$ cat config.mk
export PLATFORM = sky130hd
export DESIGN_NAME = fwd_unit
export DESIGN_NICKNAME = d
export VERILOG_FILES = /design/src/rtl/fwd_pkg.sv /design/src/rtl/fwd_field_decode.sv /design/src/rtl/fwd_match.sv /design/src/rtl/fwd_select.sv /design/src/rtl/fwd_unit.sv
export SDC_FILE = /design/constraint.sdc
export NUM_CORES = 1
export LEC_CHECK = 0
export ABC_CLOCK_PERIOD_IN_PS = 2500
export BUFFER_PORTS_ARGS = -buffer_cell sky130_fd_sc_hd__buf_2
export CORE_AREA = 2 2 125 127
export DETAILED_ROUTE_END_ITERATION = 7
export DIE_AREA = 0 0 127 129
export PLACE_DENSITY = 0.51
export RECOVER_POWER = 100
export SYNTH_ARGS = -nofsm -noshare
export SYNTH_HDL_FRONTEND = slang
export SYNTH_SLANG_ARGS = --single-unit
$ cat constraint.sdc
create_clock -name vclk -period 2.5
set_clock_uncertainty 0.2 [all_clocks]
set_input_delay 0.125 -clock vclk [all_inputs]
set_output_delay 0.125 -clock vclk [all_outputs]
set_load 0.03 [all_outputs]
$ cat src/rtl/fwd_pkg.sv
package fwd_pkg;

   typedef enum logic [1:0] {
      SEL_FILE  = 2'b00,
      SEL_MEMWB = 2'b01,
      SEL_EXMEM = 2'b10
   } fwd_sel_e;

   localparam int unsigned DEF_XLEN   = 32;
   localparam int unsigned DEF_RAW    = 5;
   localparam int unsigned DEF_OPW    = 6;
   localparam int unsigned DEF_RD_LSB = 11;

   localparam logic [DEF_OPW-1:0] DEF_RTYPE_OP = 6'b000000;
   localparam logic [DEF_OPW-1:0] DEF_LOAD_OP  = 6'b100011;

endpackage

$ cat src/rtl/fwd_field_decode.sv
module fwd_field_decode #(
   parameter int unsigned XLEN   = 32,
   parameter int unsigned RAW    = 5,
   parameter int unsigned OPW    = 6,
   parameter int unsigned RD_LSB = 11,
   parameter logic [OPW-1:0] RTYPE_OP = '0,
   parameter logic [OPW-1:0] LOAD_OP  = 6'b100011
) (
   input  logic [XLEN-1:0] word_i,
   output logic [RAW-1:0]  src_a_o,
   output logic [RAW-1:0]  src_b_o,
   output logic [RAW-1:0]  dest_o,
   output logic            is_load_o
);
   localparam int unsigned RT_LSB = RD_LSB + RAW;
   localparam int unsigned RS_LSB = RT_LSB + RAW;
   localparam int unsigned OP_LSB = RS_LSB + RAW;

   if (OP_LSB + OPW > XLEN) begin : g_bad_layout
      $error("fwd_field_decode: fields do not fit in the word");
   end

   logic [OPW-1:0] opcode;
   logic [RAW-1:0] rd_field;
   logic           is_rtype;

   assign opcode   = word_i[OP_LSB +: OPW];
   assign src_a_o  = word_i[RS_LSB +: RAW];
   assign src_b_o  = word_i[RT_LSB +: RAW];
   assign rd_field = word_i[RD_LSB +: RAW];
   assign is_rtype = (opcode == RTYPE_OP);

   always_comb begin
      if (is_rtype) dest_o = rd_field;
      else          dest_o = src_b_o;
   end

   assign is_load_o = (opcode == LOAD_OP);

endmodule

$ cat src/rtl/fwd_match.sv
module fwd_match #(
   parameter int unsigned RAW       = 5,
   parameter bit          ZERO_WIRED = 1'b1
) (
   input  logic [RAW-1:0] src_i,
   input  logic [RAW-1:0] dest_i,
   input  logic           wr_en_i,
   input  logic           block_i,
   output logic           hit_o
);
   logic same;
   logic dest_live;

   assign same = (src_i == dest_i);

   if (ZERO_WIRED) begin : g_zero_wired
      assign dest_live = |dest_i;
   end else begin : g_zero_plain
      assign dest_live = 1'b1;
   end

   assign hit_o = wr_en_i & ~block_i & dest_live & same;

endmodule

$ cat src/rtl/fwd_select.sv
module fwd_select
   import fwd_pkg::*;
#(
   parameter int unsigned XLEN       = 32,
   parameter bit          ANDOR_MUX  = 1'b0
) (
   input  logic            exmem_hit_i,
   input  logic            memwb_hit_i,
   input  logic [XLEN-1:0] file_val_i,
   input  logic [XLEN-1:0] exmem_val_i,
   input  logic [XLEN-1:0] memwb_val_i,
   output fwd_sel_e        sel_o,
   output logic [XLEN-1:0] val_o
);
   always_comb begin
      if (exmem_hit_i)      sel_o = SEL_EXMEM;
      else if (memwb_hit_i) sel_o = SEL_MEMWB;
      else                  sel_o = SEL_FILE;
   end

   if (ANDOR_MUX) begin : g_andor
      logic take_ex, take_wb, take_rf;
      assign take_ex = exmem_hit_i;
      assign take_wb = ~exmem_hit_i & memwb_hit_i;
      assign take_rf = ~exmem_hit_i & ~memwb_hit_i;
      assign val_o = ({XLEN{take_ex}} & exmem_val_i)
                   | ({XLEN{take_wb}} & memwb_val_i)
                   | ({XLEN{take_rf}} & file_val_i);
   end else begin : g_case
      always_comb begin
         unique case (sel_o)
            SEL_EXMEM: val_o = exmem_val_i;
            SEL_MEMWB: val_o = memwb_val_i;
            default:   val_o = file_val_i;
         endcase
      end
   end

endmodule

$ cat src/rtl/fwd_unit.sv
module fwd_unit
   import fwd_pkg::*;
#(
   parameter int unsigned XLEN       = DEF_XLEN,
   parameter int unsigned RAW        = DEF_RAW,
   parameter int unsigned OPW        = DEF_OPW,
   parameter int unsigned RD_LSB     = DEF_RD_LSB,
   parameter logic [OPW-1:0] RTYPE_OP = DEF_RTYPE_OP,
   parameter logic [OPW-1:0] LOAD_OP  = DEF_LOAD_OP,
   parameter bit          ZERO_WIRED = 1'b1,
   parameter bit          ANDOR_MUX  = 1'b0
) (
   input  logic [XLEN-1:0] ex_instr,
   input  logic [XLEN-1:0] rf_a_data,
   input  logic [XLEN-1:0] rf_b_data,
   input  logic [XLEN-1:0] exmem_instr,
   input  logic            exmem_regwrite,
   input  logic [XLEN-1:0] exmem_alu_result,
   input  logic [XLEN-1:0] memwb_instr,
   input  logic            memwb_regwrite,
   input  logic [XLEN-1:0] memwb_wb_data,
   output logic [1:0]      sel_a,
   output logic [1:0]      sel_b,
   output logic [XLEN-1:0] opnd_a,
   output logic [XLEN-1:0] opnd_b,
   output logic [XLEN-1:0] store_data
);
   localparam int unsigned NOPND = 2;

   if (RAW < 1 || XLEN < 8) begin : g_bad_width
      $error("fwd_unit: register address or data width too small");
   end

   logic [RAW-1:0] ex_src [NOPND];
   logic [RAW-1:0] ex_dest_unused;
   logic           ex_load_unused;
   logic [RAW-1:0] exmem_dest, memwb_dest;
   logic [RAW-1:0] exmem_src_a_unused, exmem_src_b_unused;
   logic [RAW-1:0] memwb_src_a_unused, memwb_src_b_unused;
   logic           exmem_is_load, memwb_load_unused;

   fwd_field_decode #(
      .XLEN(XLEN), .RAW(RAW), .OPW(OPW), .RD_LSB(RD_LSB),
      .RTYPE_OP(RTYPE_OP), .LOAD_OP(LOAD_OP)
   ) u_dec_ex (
      .word_i   (ex_instr),
      .src_a_o  (ex_src[0]),
      .src_b_o  (ex_src[1]),
      .dest_o   (ex_dest_unused),
      .is_load_o(ex_load_unused)
   );

   fwd_field_decode #(
      .XLEN(XLEN), .RAW(RAW), .OPW(OPW), .RD_LSB(RD_LSB),
      .RTYPE_OP(RTYPE_OP), .LOAD_OP(LOAD_OP)
   ) u_dec_exmem (
      .word_i   (exmem_instr),
      .src_a_o  (exmem_src_a_unused),
      .src_b_o  (exmem_src_b_unused),
      .dest_o   (exmem_dest),
      .is_load_o(exmem_is_load)
   );

   fwd_field_decode #(
      .XLEN(XLEN), .RAW(RAW), .OPW(OPW), .RD_LSB(RD_LSB),
      .RTYPE_OP(RTYPE_OP), .LOAD_OP(LOAD_OP)
   ) u_dec_memwb (
      .word_i   (memwb_instr),
      .src_a_o  (memwb_src_a_unused),
      .src_b_o  (memwb_src_b_unused),
      .dest_o   (memwb_dest),
      .is_load_o(memwb_load_unused)
   );

   logic [XLEN-1:0] file_val [NOPND];
   fwd_sel_e        sel_v    [NOPND];
   logic [XLEN-1:0] res_v    [NOPND];

   assign file_val[0] = rf_a_data;
   assign file_val[1] = rf_b_data;

   for (genvar k = 0; k < NOPND; k++) begin : g_opnd
      logic hit_ex, hit_wb;

      fwd_match #(.RAW(RAW), .ZERO_WIRED(ZERO_WIRED)) u_m_ex (
         .src_i  (ex_src[k]),
         .dest_i (exmem_dest),
         .wr_en_i(exmem_regwrite),
         .block_i(exmem_is_load),
         .hit_o  (hit_ex)
      );

      fwd_match #(.RAW(RAW), .ZERO_WIRED(ZERO_WIRED)) u_m_wb (
         .src_i  (ex_src[k]),
         .dest_i (memwb_dest),
         .wr_en_i(memwb_regwrite),
         .block_i(1'b0),
         .hit_o  (hit_wb)
      );

      fwd_select #(.XLEN(XLEN), .ANDOR_MUX(ANDOR_MUX)) u_sel (
         .exmem_hit_i(hit_ex),
         .memwb_hit_i(hit_wb),
         .file_val_i (file_val[k]),
         .exmem_val_i(exmem_alu_result),
         .memwb_val_i(memwb_wb_data),
         .sel_o      (sel_v[k]),
         .val_o      (res_v[k])
      );
   end

   assign sel_a      = sel_v[0];
   assign sel_b      = sel_v[1];
   assign opnd_a     = res_v[0];
   assign opnd_b     = res_v[1];
   assign store_data = res_v[1];

endmodule

==> metrics.txt, run 1 <==
Die Span Y 129 um; Gate power share 100.0%; Crit. End Element primary output; Mapped Cells 468; Mean Syn Cell Area 6.53 um2; nets@finish 956; minimum clock period 2.64 ns; vias in the first global route 4,935; Routed WL per cell 20.1 um; status complete, but fails checks; worst path cell trace buf_6, or4_4, o21ai_4, a21oi_2, or4_4, buf_12, o21ai_1, a31oi_2, buf_4; Yosys warning count 0; critical path peak fanout 21; leakage power 2.58 nW; failing checks negative setup slack; die span in x 127 um; max incr delay on CP 0.60 ns; initial antenna violation count 4; Cell Rows 45; Vias 5,014; Slew Viols, Final 0; Synth top area share 14.3%; clock buf count 0; WP data arrival 2.31 ns; Slew @ Worst Pin 0.431 ns; final setup TNS -5.02 ns; Max Fclk 379 MHz; Hold Crit Class input pin to primary output; residual DRC count 0; routability cong. 0.840; via-per-instance ratio 5.45; seq_cells 0; Final Setup Violations 96; crit start category input pin; P_sw 0.839 mW; Max-cap violations 0; final worst path period share 106%; largest area contributor in the netlist o221ai_2; Internal Power 0.592 mW; buffers added on ports 272; top post-synthesis cells by area o221ai_2, o221ai_1, buf_4; delay-heaviest family, CP simple AND/OR/NAND/NOR gates; die area 16,400 um2; switching portion of total power 58.6%; DRT antenna net count 0; sequential power share 0%; PD cells 221 nW/um2; Slowest cell on crit path or4_4; first-pass GRT wire length 26,900 um; Synth Cell Area 3050 um2; RSZ-0062 raised after global routing yes; Congestion Overflow GR 0; largest net degree at the start of global routing 34; peak supply drop 107 uV; first-pass iteration count of the detailed router 6; Starting Density 20.4%; drt initial violations 193; register area 0 um2; post-synthesis sequential area ratio 0%; area delta synth->final 112%; power share of the clock group 0%; Bufs and invs on worst path 3; # hold bufs at CTS 0; drt total wl 18,500 um; CORE AREA 15,000 um2; Crit Path Class input pin to primary output; Global Route Usage Sum 20.5%; Rel. slew slack 71.1%; Required @ worst endpoint 2.17 ns; Yosys cell types 50; detailed placement HPWL 13,700 um; Util after Layout 43.2%; Filler cells 1,516; Syn Nets 694; final hold violations 0; layout cells sized above 1 66.3%; I/O pin count 326; Final WS setup -0.139 ns; CP dominant cell by count or4_4
[cells in the final DEF, fill, tap and decap left out, drive strengths merged, types with 4 or more instances in the layout]
cell type,instances
nand3,39
o221ai,66
or4,6
nand2,9
buf,342
inv,43
nor2,5
nor2b,12
clkbuf,4
a211oi,6
a31oi,32
o22ai,6
or2,10
o21ai,72
diode,4
nor3,35
[what timing repair did]
action	4_1_cts	5_1_grt
setup endpoints to repair	100	100
gates resized for setup	229	59
pin swaps	15	27
setup buffers	5	4
cloned	2	3
[kinds of logic after synthesis]
family          Yosys count  share of synthesized area, %
simple gates            130                          23.9
xor+xnor                  4                          1.15
compound gates          201                          51.4
mux                       4                          1.39
buf+inv                 129                          22.1
[cells in the mapped netlist (5+ instances only)]
library cell  count
buf_6             7
o21ai_1          37
nor2b_1          12
nand2_1           9
or4_1             5
buf_4            34
nor3_1           35
o21ai_0          35
inv_1            41
o221ai_2         29
a211oi_1          6
or2_2             7
nand3_1          39
o221ai_1         37
buf_2             9
a31oi_1          32
o22ai_1           6
clkbuf_1         35
[final timing paths]
kind / cells after the start / slack, ns / from / end
hold / removal: 4 / 0.44 / rf_a_data[12] / opnd_a[12]
setup / recovery: 9 / -0.14 / memwb_instr[26] / opnd_a[17]
[metal layers]
layer / track usage (%) / part of all wire, %
met2: 38.3 / 52
met4: 4.33 / 1.3
met5: 0 / 0
met1: 25.0 / 40
met3: 2.79 / 6.7
[metrics by stage]
| step | total power [mW] | instance area [um2] | worst slack, ns | hold slack (ns) | std cells |
|---|---|---|---|---|---|
| floorplan | 0.749 | 3510 | -0.179 | 0.301 | 468 |
| detailed placement | 1.14 | 5150 | -0.358 | 0.458 | 902 |
| finish | 1.43 | 6480 | -0.139 | 0.437 | 920 |
| CTS | 1.37 | 6110 | -0.108 | 0.446 | 909 |
| global placement | 1.14 | 5150 | -0.302 | 0.458 | 902 |
| global route | 1.51 | 6470 | -0.188 | 0.459 | 918 |
[power by group through the flow]
stage	logic, mW	clock network [mW]	registers (mW)
6_report	1.43	0.000000214	0
4_1_cts	1.37	0	0
5_1_grt	1.51	0.000000107	0
2_1_floorplan	0.749	0	0
3_3_place_gp	1.14	0	0
3_5_place_dp	1.14	0	0
[cell type report]
cell class                 count  area [um2]  share of cell area [%]
timing repair buffer         346        2720                    42.0
multi-input combinational    339        3350                    51.7
tap                          188         235                    3.63
antenna                        4        10.0                   0.155
inverter                      43         164                    2.53
Note: power is estimated with default switching activity, not from simulation.
==> inputs of run 2 (changes only) <==
--- a/config.mk
+++ b/config.mk
@@ -5,12 +5,13 @@
 export SDC_FILE = /design/constraint.sdc
 export NUM_CORES = 1
 export LEC_CHECK = 0
+export ABC_AREA = 1
 export ABC_CLOCK_PERIOD_IN_PS = 2500
 export BUFFER_PORTS_ARGS = -buffer_cell sky130_fd_sc_hd__buf_2
-export CORE_AREA = 2 2 125 127
+export CORE_AREA = 2 2 127 129
 export DETAILED_ROUTE_END_ITERATION = 7
-export DIE_AREA = 0 0 127 129
-export PLACE_DENSITY = 0.51
+export DIE_AREA = 0 0 129 131
+export PLACE_DENSITY = 0.46
 export RECOVER_POWER = 100
 export SYNTH_ARGS = -nofsm -noshare
 export SYNTH_HDL_FRONTEND = slang
==> run 2 against run 1 <==
Die area rose by 3.1%. Clock-buffer cell count did not move. Setup slack improved by 0.27 ns. Maximum frequency rose by 11%. Final cell count rose by 3.6%. Sequential cell count did not move. Combinational power fell by 41%. First-iteration DRC count fell by 4.7%. Non-clock buffer count fell by 39. Sequential share of layout area did not move. Power fell by 41%. The flow now finishes without violations.
==> metrics.txt, run 2 <==
Routed WL per cell 14.6 um (was 20.1 um); routability cong. 0.808 (was 0.840); Synth top area share 40.9% (was 14.3%); Finished Cell Area 4270 um2 (was 6480 um2); leakage power 2.39 nW (was 2.58 nW); post-synthesis sequential area ratio 0% (unchanged); Yosys warning count 0 (unchanged); PD cells 197 nW/um2 (was 221 nW/um2); final hold violations 0 (unchanged); clock buf count 0 (unchanged); CORE AREA 15,600 um2 (was 15,000 um2); via-per-instance ratio 4.47 (was 5.45); Cell Rows 46 (was 45); Vias 4,258 (was 5,014); nets@finish 965 (was 956); drt initial violations 184 (was 193); first-pass iteration count of the detailed router 5 (was 6); Final Setup Violations 0 (was 96); Max-cap violations 0 (unchanged); Slew @ Worst Pin 0.369 ns (was 0.431 ns); commonest non-fill, non-tap cell in the layout buf_2 (unchanged); Crit. End Element primary output (unchanged); Mapped Cells 495 (was 468); Slew Viols, Final 0 (unchanged); final setup TNS 0 ns (was -5.02 ns); layout cells sized above 1 46.4% (was 66.3%); first-pass GRT wire length 19,600 um (was 26,900 um); Congestion Overflow GR 0 (unchanged); Starting Density 16.7% (was 20.4%); seq_cells 0 (unchanged); Syn Nets 721 (was 694); minimum clock period 2.37 ns (was 2.64 ns); critical path peak fanout 22 (was 21); Global Route Usage Sum 14.4% (was 20.5%); multi-input gate area in the final layout 2040 um2 (was 3350 um2); die area 16,900 um2 (was 16,400 um2); drt total wl 14,000 um (was 18,500 um); peak supply drop 67.8 uV (was 107 uV); top-count cell post-synth nand3_1 (was inv_1); Mean Syn Cell Area 5.27 um2 (was 6.53 um2); final worst path period share 94.8% (was 106%); largest area contributor in the netlist nand3_1 (was o221ai_2); detailed placement HPWL 11,000 um (was 13,700 um); Required @ worst endpoint 2.17 ns (about the same); Filler cells 1,856 (was 1,516); die span in x 129 um (was 127 um); DRT antenna net count 0 (unchanged); residual DRC count 0 (unchanged); dpl cell area 4100 um2 (was 5150 um2); Post-synth top cells nand3_1, nand2_1, buf_4, inv_1, buf_2 (was inv_1, nand3_1, o21ai_1, o221ai_1); top post-synthesis cells by area nand3_1, nand2_1, buf_4 (was o221ai_2, o221ai_1, buf_4); Yosys cell types 22 (was 50); Rel. slew slack 75.5% (was 71.1%); Synth Cell Area 2610 um2 (was 3050 um2); I/O pin count 326 (unchanged); register area 0 um2 (unchanged); Die Span Y 131 um (was 129 um); Util after Layout 27.3% (was 43.2%); Hold Crit Class input pin to primary output (unchanged); RSZ-0062 raised after global routing yes (unchanged); diode count 0 (was 4); Crit Path Class input pin to primary output (unchanged); buffers added on ports 272 (unchanged); area delta synth->final 63.5% (was 112%); status finished clean (was complete, but fails checks); initial antenna violation count 0 (was 4); commonest non-fill, non-tap cells in the layout buf_2, nand3_1, nand2_1 (was buf_2, buf_4, buf_6); WP data arrival 2.04 ns (was 2.31 ns); Max Fclk 422 MHz (was 379 MHz); crit start category input pin (unchanged); largest net degree at the start of global routing 34 (unchanged); vias in the first global route 3,771 (was 4,935)
==> run 2: path summary, 6_finish.rpt <==
kind                             start    endpoint  cells past startpoint
hold / removal    exmem_alu_result[20]  opnd_a[20]                      4
setup / recovery       memwb_instr[26]   opnd_b[2]                     12
==> run 2: critical path, cell delays in order <==
cell	delay, ns
buf_2	0.11
nor2_4	0.18
buf_4	0.14
nand3_2	0.14
o21ai_2	0.22
nand2_1	0.09
a21oi_1	0.19
nand3_2	0.16
buf_12	0.20
nand3_1	0.10
nand3_2	0.15
buf_4	0.22
==> run 2: per-layer routing <==
layer	track usage, %	vias up	part of all wire (%)
met5	0	-	0
met4	0.256	0	0
met3	1.38	0	6.6
met2	27.3	185	50
met1	18.7	1933	43
li1	-	2140	-
==> run 2: cell families (layout without fill, tap and decap cells) <==
group                  Yosys count  after routing  synth area share (%)
AO/OA/AOI/OAI                    9              9                  2.40
XOR/XNOR                         4              4                  1.34
buffers and inverters          102            343                  24.4
AND/OR/NAND/NOR                380            381                  71.9
==> run 2: metrics by stage <==
stage | power, mW | hold slack, ns | setup WS, ns | std cells
after floorplan | 0.528 | 0.322 | 0.215 | 495
after global placement | 0.815 | 0.437 | -0.0693 | 945
after detailed placement | 0.814 | 0.437 | -0.0925 | 945
after CTS | 0.821 | 0.437 | -0.00633 | 945
after global routing | 0.911 | 0.458 | -0.0524 | 953
final | 0.841 | 0.437 | 0.131 | 953
==> run 2: final cells by class <==
| cell class | instances | area share (%) |
|---|---|---|
| timing repair buffer | 307 | 42.5 |
| multi-input combinational | 394 | 47.9 |
| tap | 216 | 6.34 |
| inverter | 36 | 3.23 |
==> run 2: power by group <==
| part | switching (mW) | total (mW) | internal (mW) |
|---|---|---|---|
| clock | 0 | 0 | 0 |
| sequential | 0 | 0 | 0 |
| combinational | 0.539 | 0.841 | 0.302 |
| total | 0.539 | 0.841 | 0.302 |
==> run 2: repair_timing <==
| item | CTS | global route |
|---|---|---|
| resized for setup | 3 | 35 |
| setup endpoints to repair | 60 | 96 |
| cloned | 0 | 1 |
| hold buffers | 0 | 0 |
| buffers inserted | 0 | 7 |
| pin swaps | 0 | 9 |
==> inputs of run 3 (changes only) <==
--- a/config.mk
+++ b/config.mk
@@ -8,11 +8,12 @@
 export ABC_AREA = 1
 export ABC_CLOCK_PERIOD_IN_PS = 2500
 export BUFFER_PORTS_ARGS = -buffer_cell sky130_fd_sc_hd__buf_2
-export CORE_AREA = 2 2 127 129
+export CORE_AREA = 2 2 128 130
 export DETAILED_ROUTE_END_ITERATION = 7
-export DIE_AREA = 0 0 129 131
+export DIE_AREA = 0 0 130 132
 export PLACE_DENSITY = 0.46
 export RECOVER_POWER = 100
 export SYNTH_ARGS = -nofsm -noshare
 export SYNTH_HDL_FRONTEND = slang
+export SYNTH_HIERARCHICAL = 1
 export SYNTH_SLANG_ARGS = --single-unit
==> run 3 against run 2 <==
Power rose by 5.8%. Wire length decreased by 7.6%. Maximum frequency fell by 0.74%. Final cell count is 0.31% lower. Global-route usage decreased by 1.8 points. Combinational power up 5.8%. Clock-buffer cell count did not move. Highest routed layer is now met4.
==> metrics.txt, run 3 <==
status finished clean (unchanged); Filler cells 1,831 (was 1,856); Placed Cells 943 (was 945); Mean Syn Cell Area 4.89 um2 (was 5.27 um2); Routed WL per cell 13.6 um (was 14.6 um); crit start category input pin (unchanged); diode count 0 (unchanged); commonest non-fill, non-tap cell in the layout buf_2 (unchanged); critical path peak fanout 11 (was 22); final hold violations 0 (unchanged); Max-cap violations 0 (unchanged); first-pass iteration count of the detailed router 4 (was 5); area delta synth->final 82.3% (was 63.5%); clock buf count 0 (unchanged); max incr delay on CP 0.28 ns (was 0.22 ns); WP data arrival 2.06 ns (was 2.04 ns); Slowest cell on crit path nor2_4 (was o21ai_2); Hold Slack 0.367 ns (was 0.437 ns); first-pass GRT wire length 17,700 um (was 19,600 um); Crit Path Class input pin to primary output (unchanged); Mapped Cells 502 (was 495); Vias 3,895 (was 4,258); CORE AREA 15,700 um2 (was 15,600 um2); Global Route Usage Sum 12.6% (was 14.4%); crit path from exmem_instr[26] (was memwb_instr[26]); leakage power 2.54 nW (was 2.39 nW); final worst path period share 95.5% (was 94.8%); Die Span Y 132 um (was 131 um); minimum clock period 2.39 ns (was 2.37 ns); nets@finish 962 (was 965); Required @ worst endpoint 2.17 ns (about the same); peak supply drop 64.8 uV (was 67.8 uV); Max Fclk 419 MHz (was 422 MHz); buffers added on ports 272 (unchanged); Crit. End Element primary output (unchanged); Worst Hold Launch rf_a_data[20] (was exmem_alu_result[20]); layout cells sized above 1 49.0% (was 46.4%); Slew Viols, Final 0 (unchanged); PD cells 199 nW/um2 (was 197 nW/um2); seq_cells 0 (unchanged); Synth Cell Area 2460 um2 (was 2610 um2); Util after Layout 28.5% (was 27.3%); Final Setup Violations 0 (unchanged); worst path cell trace buf_2, nor2_4, buf_6, nand4_1, nand2_2, inv_1, nand2_1, nand2_1, nor2_2, nand3_2, nor2_4, nor2_8, buf_12, nand2_1, nand3_2, buf_6 (was buf_2, nor2_4, buf_4, nand3_2, o21ai_2, nand2_1, a21oi_1, nand3_2, buf_12, nand3_1, nand3_2, buf_4); register area 0 um2 (unchanged); # hold bufs at CTS 0 (unchanged); Hold Crit Class input pin to primary output (unchanged); initial antenna violation count 0 (unchanged); routability cong. 0.798 (was 0.808); die span in x 130 um (was 129 um); largest net degree at the start of global routing 25 (was 34); Starting Density 15.6% (was 16.7%); RSZ-0062 raised after global routing yes (unchanged); detailed placement HPWL 9980 um (was 11,000 um); Congestion Overflow GR 0 (unchanged); commonest non-fill, non-tap cells in the layout buf_2, nand2_1, nand3_1 (was buf_2, nand3_1, nand2_1); PnR Total Power 0.890 mW (was 0.841 mW); vias in the first global route 3,500 (was 3,771); die area 17,200 um2 (was 16,900 um2); residual DRC count 0 (unchanged); Cell Rows 46 (unchanged); dpl cell area 3860 um2 (was 4100 um2); CP dominant cell by count nand2_1 (was nand3_2); drt total wl 12,900 um (was 14,000 um); Finished Cell Area 4480 um2 (was 4270 um2); multi-input gate area in the final layout 1970 um2 (was 2040 um2); drt initial violations 119 (was 184); DRT antenna net count 0 (unchanged); Yosys warning count 6 (was 0); Final Instance Count excl. Fillers 950 (was 953); I/O pin count 326 (unchanged); via-per-instance ratio 4.10 (was 4.47)
## run 3: changes by cell type in the layout (fill, tap and decap cells not counted), moves of 3 or more
cell / change
a21oi_2: +3
buf_2: -29
buf_4: -17
buf_6: +41
clkbuf_16: +3
clkbuf_4: -5
inv_1: +6
nand2_1: +77
nand2_2: +4
nand3_1: -97
nand3_2: +14
nor2_4: +3
o211ai_1: -4
xor2_1: -4
## run 3: routing by layer
metal,wire (um),GRT usage (%)
met1,5280,15.2
met2,6740,24.8
met3,866,1.34
met4,13,0.179
met5,0,0
## run 3: through the flow
step           TNS [ns]  worst slack [ns]
2_1_floorplan         0             0.166
3_3_place_gp      -1.89           -0.0882
3_5_place_dp     -0.476           -0.0459
4_1_cts               0          0.000226
5_1_grt           -2.54           -0.0664
6_report              0             0.113
## run 3: critical path, delay by kind of cell
family	cells	cell delay (ns)
AND/OR/NAND/NOR	11	1.33
buffers and inverters	5	0.61
## run 3: area by class of cell
class | instances | area share [%]
repair buffers | 303 | 46.5
multi-input cells | 390 | 43.9
well taps | 216 | 6.04
inverters | 41 | 3.55
## run 3: power by group
part / internal [mW] / leakage [nW] / switching, mW / total [mW]
sequential: 0 / 0 / 0 / 0
combinational: 0.349 / 2.54 / 0.541 / 0.890
clock: 0 / 0 / 0 / 0
total: 0.349 / 2.54 / 0.541 / 0.890
## run 3: timing repair
item                                    in CTS  in global routing
gates resized for setup                      8                170
gates cloned                                 0                  3
setup buffers                                1                  3
endpoints found under the setup margin      34                 98
pin swaps                                    2                 16
## run 3: final timing paths
| kind | cells past startpoint | slack, ns | endpoint |
|---|---|---|---|
| hold / removal | 4 | 0.37 | opnd_a[20] |
| setup / recovery | 16 | 0.11 | store_data[15] |
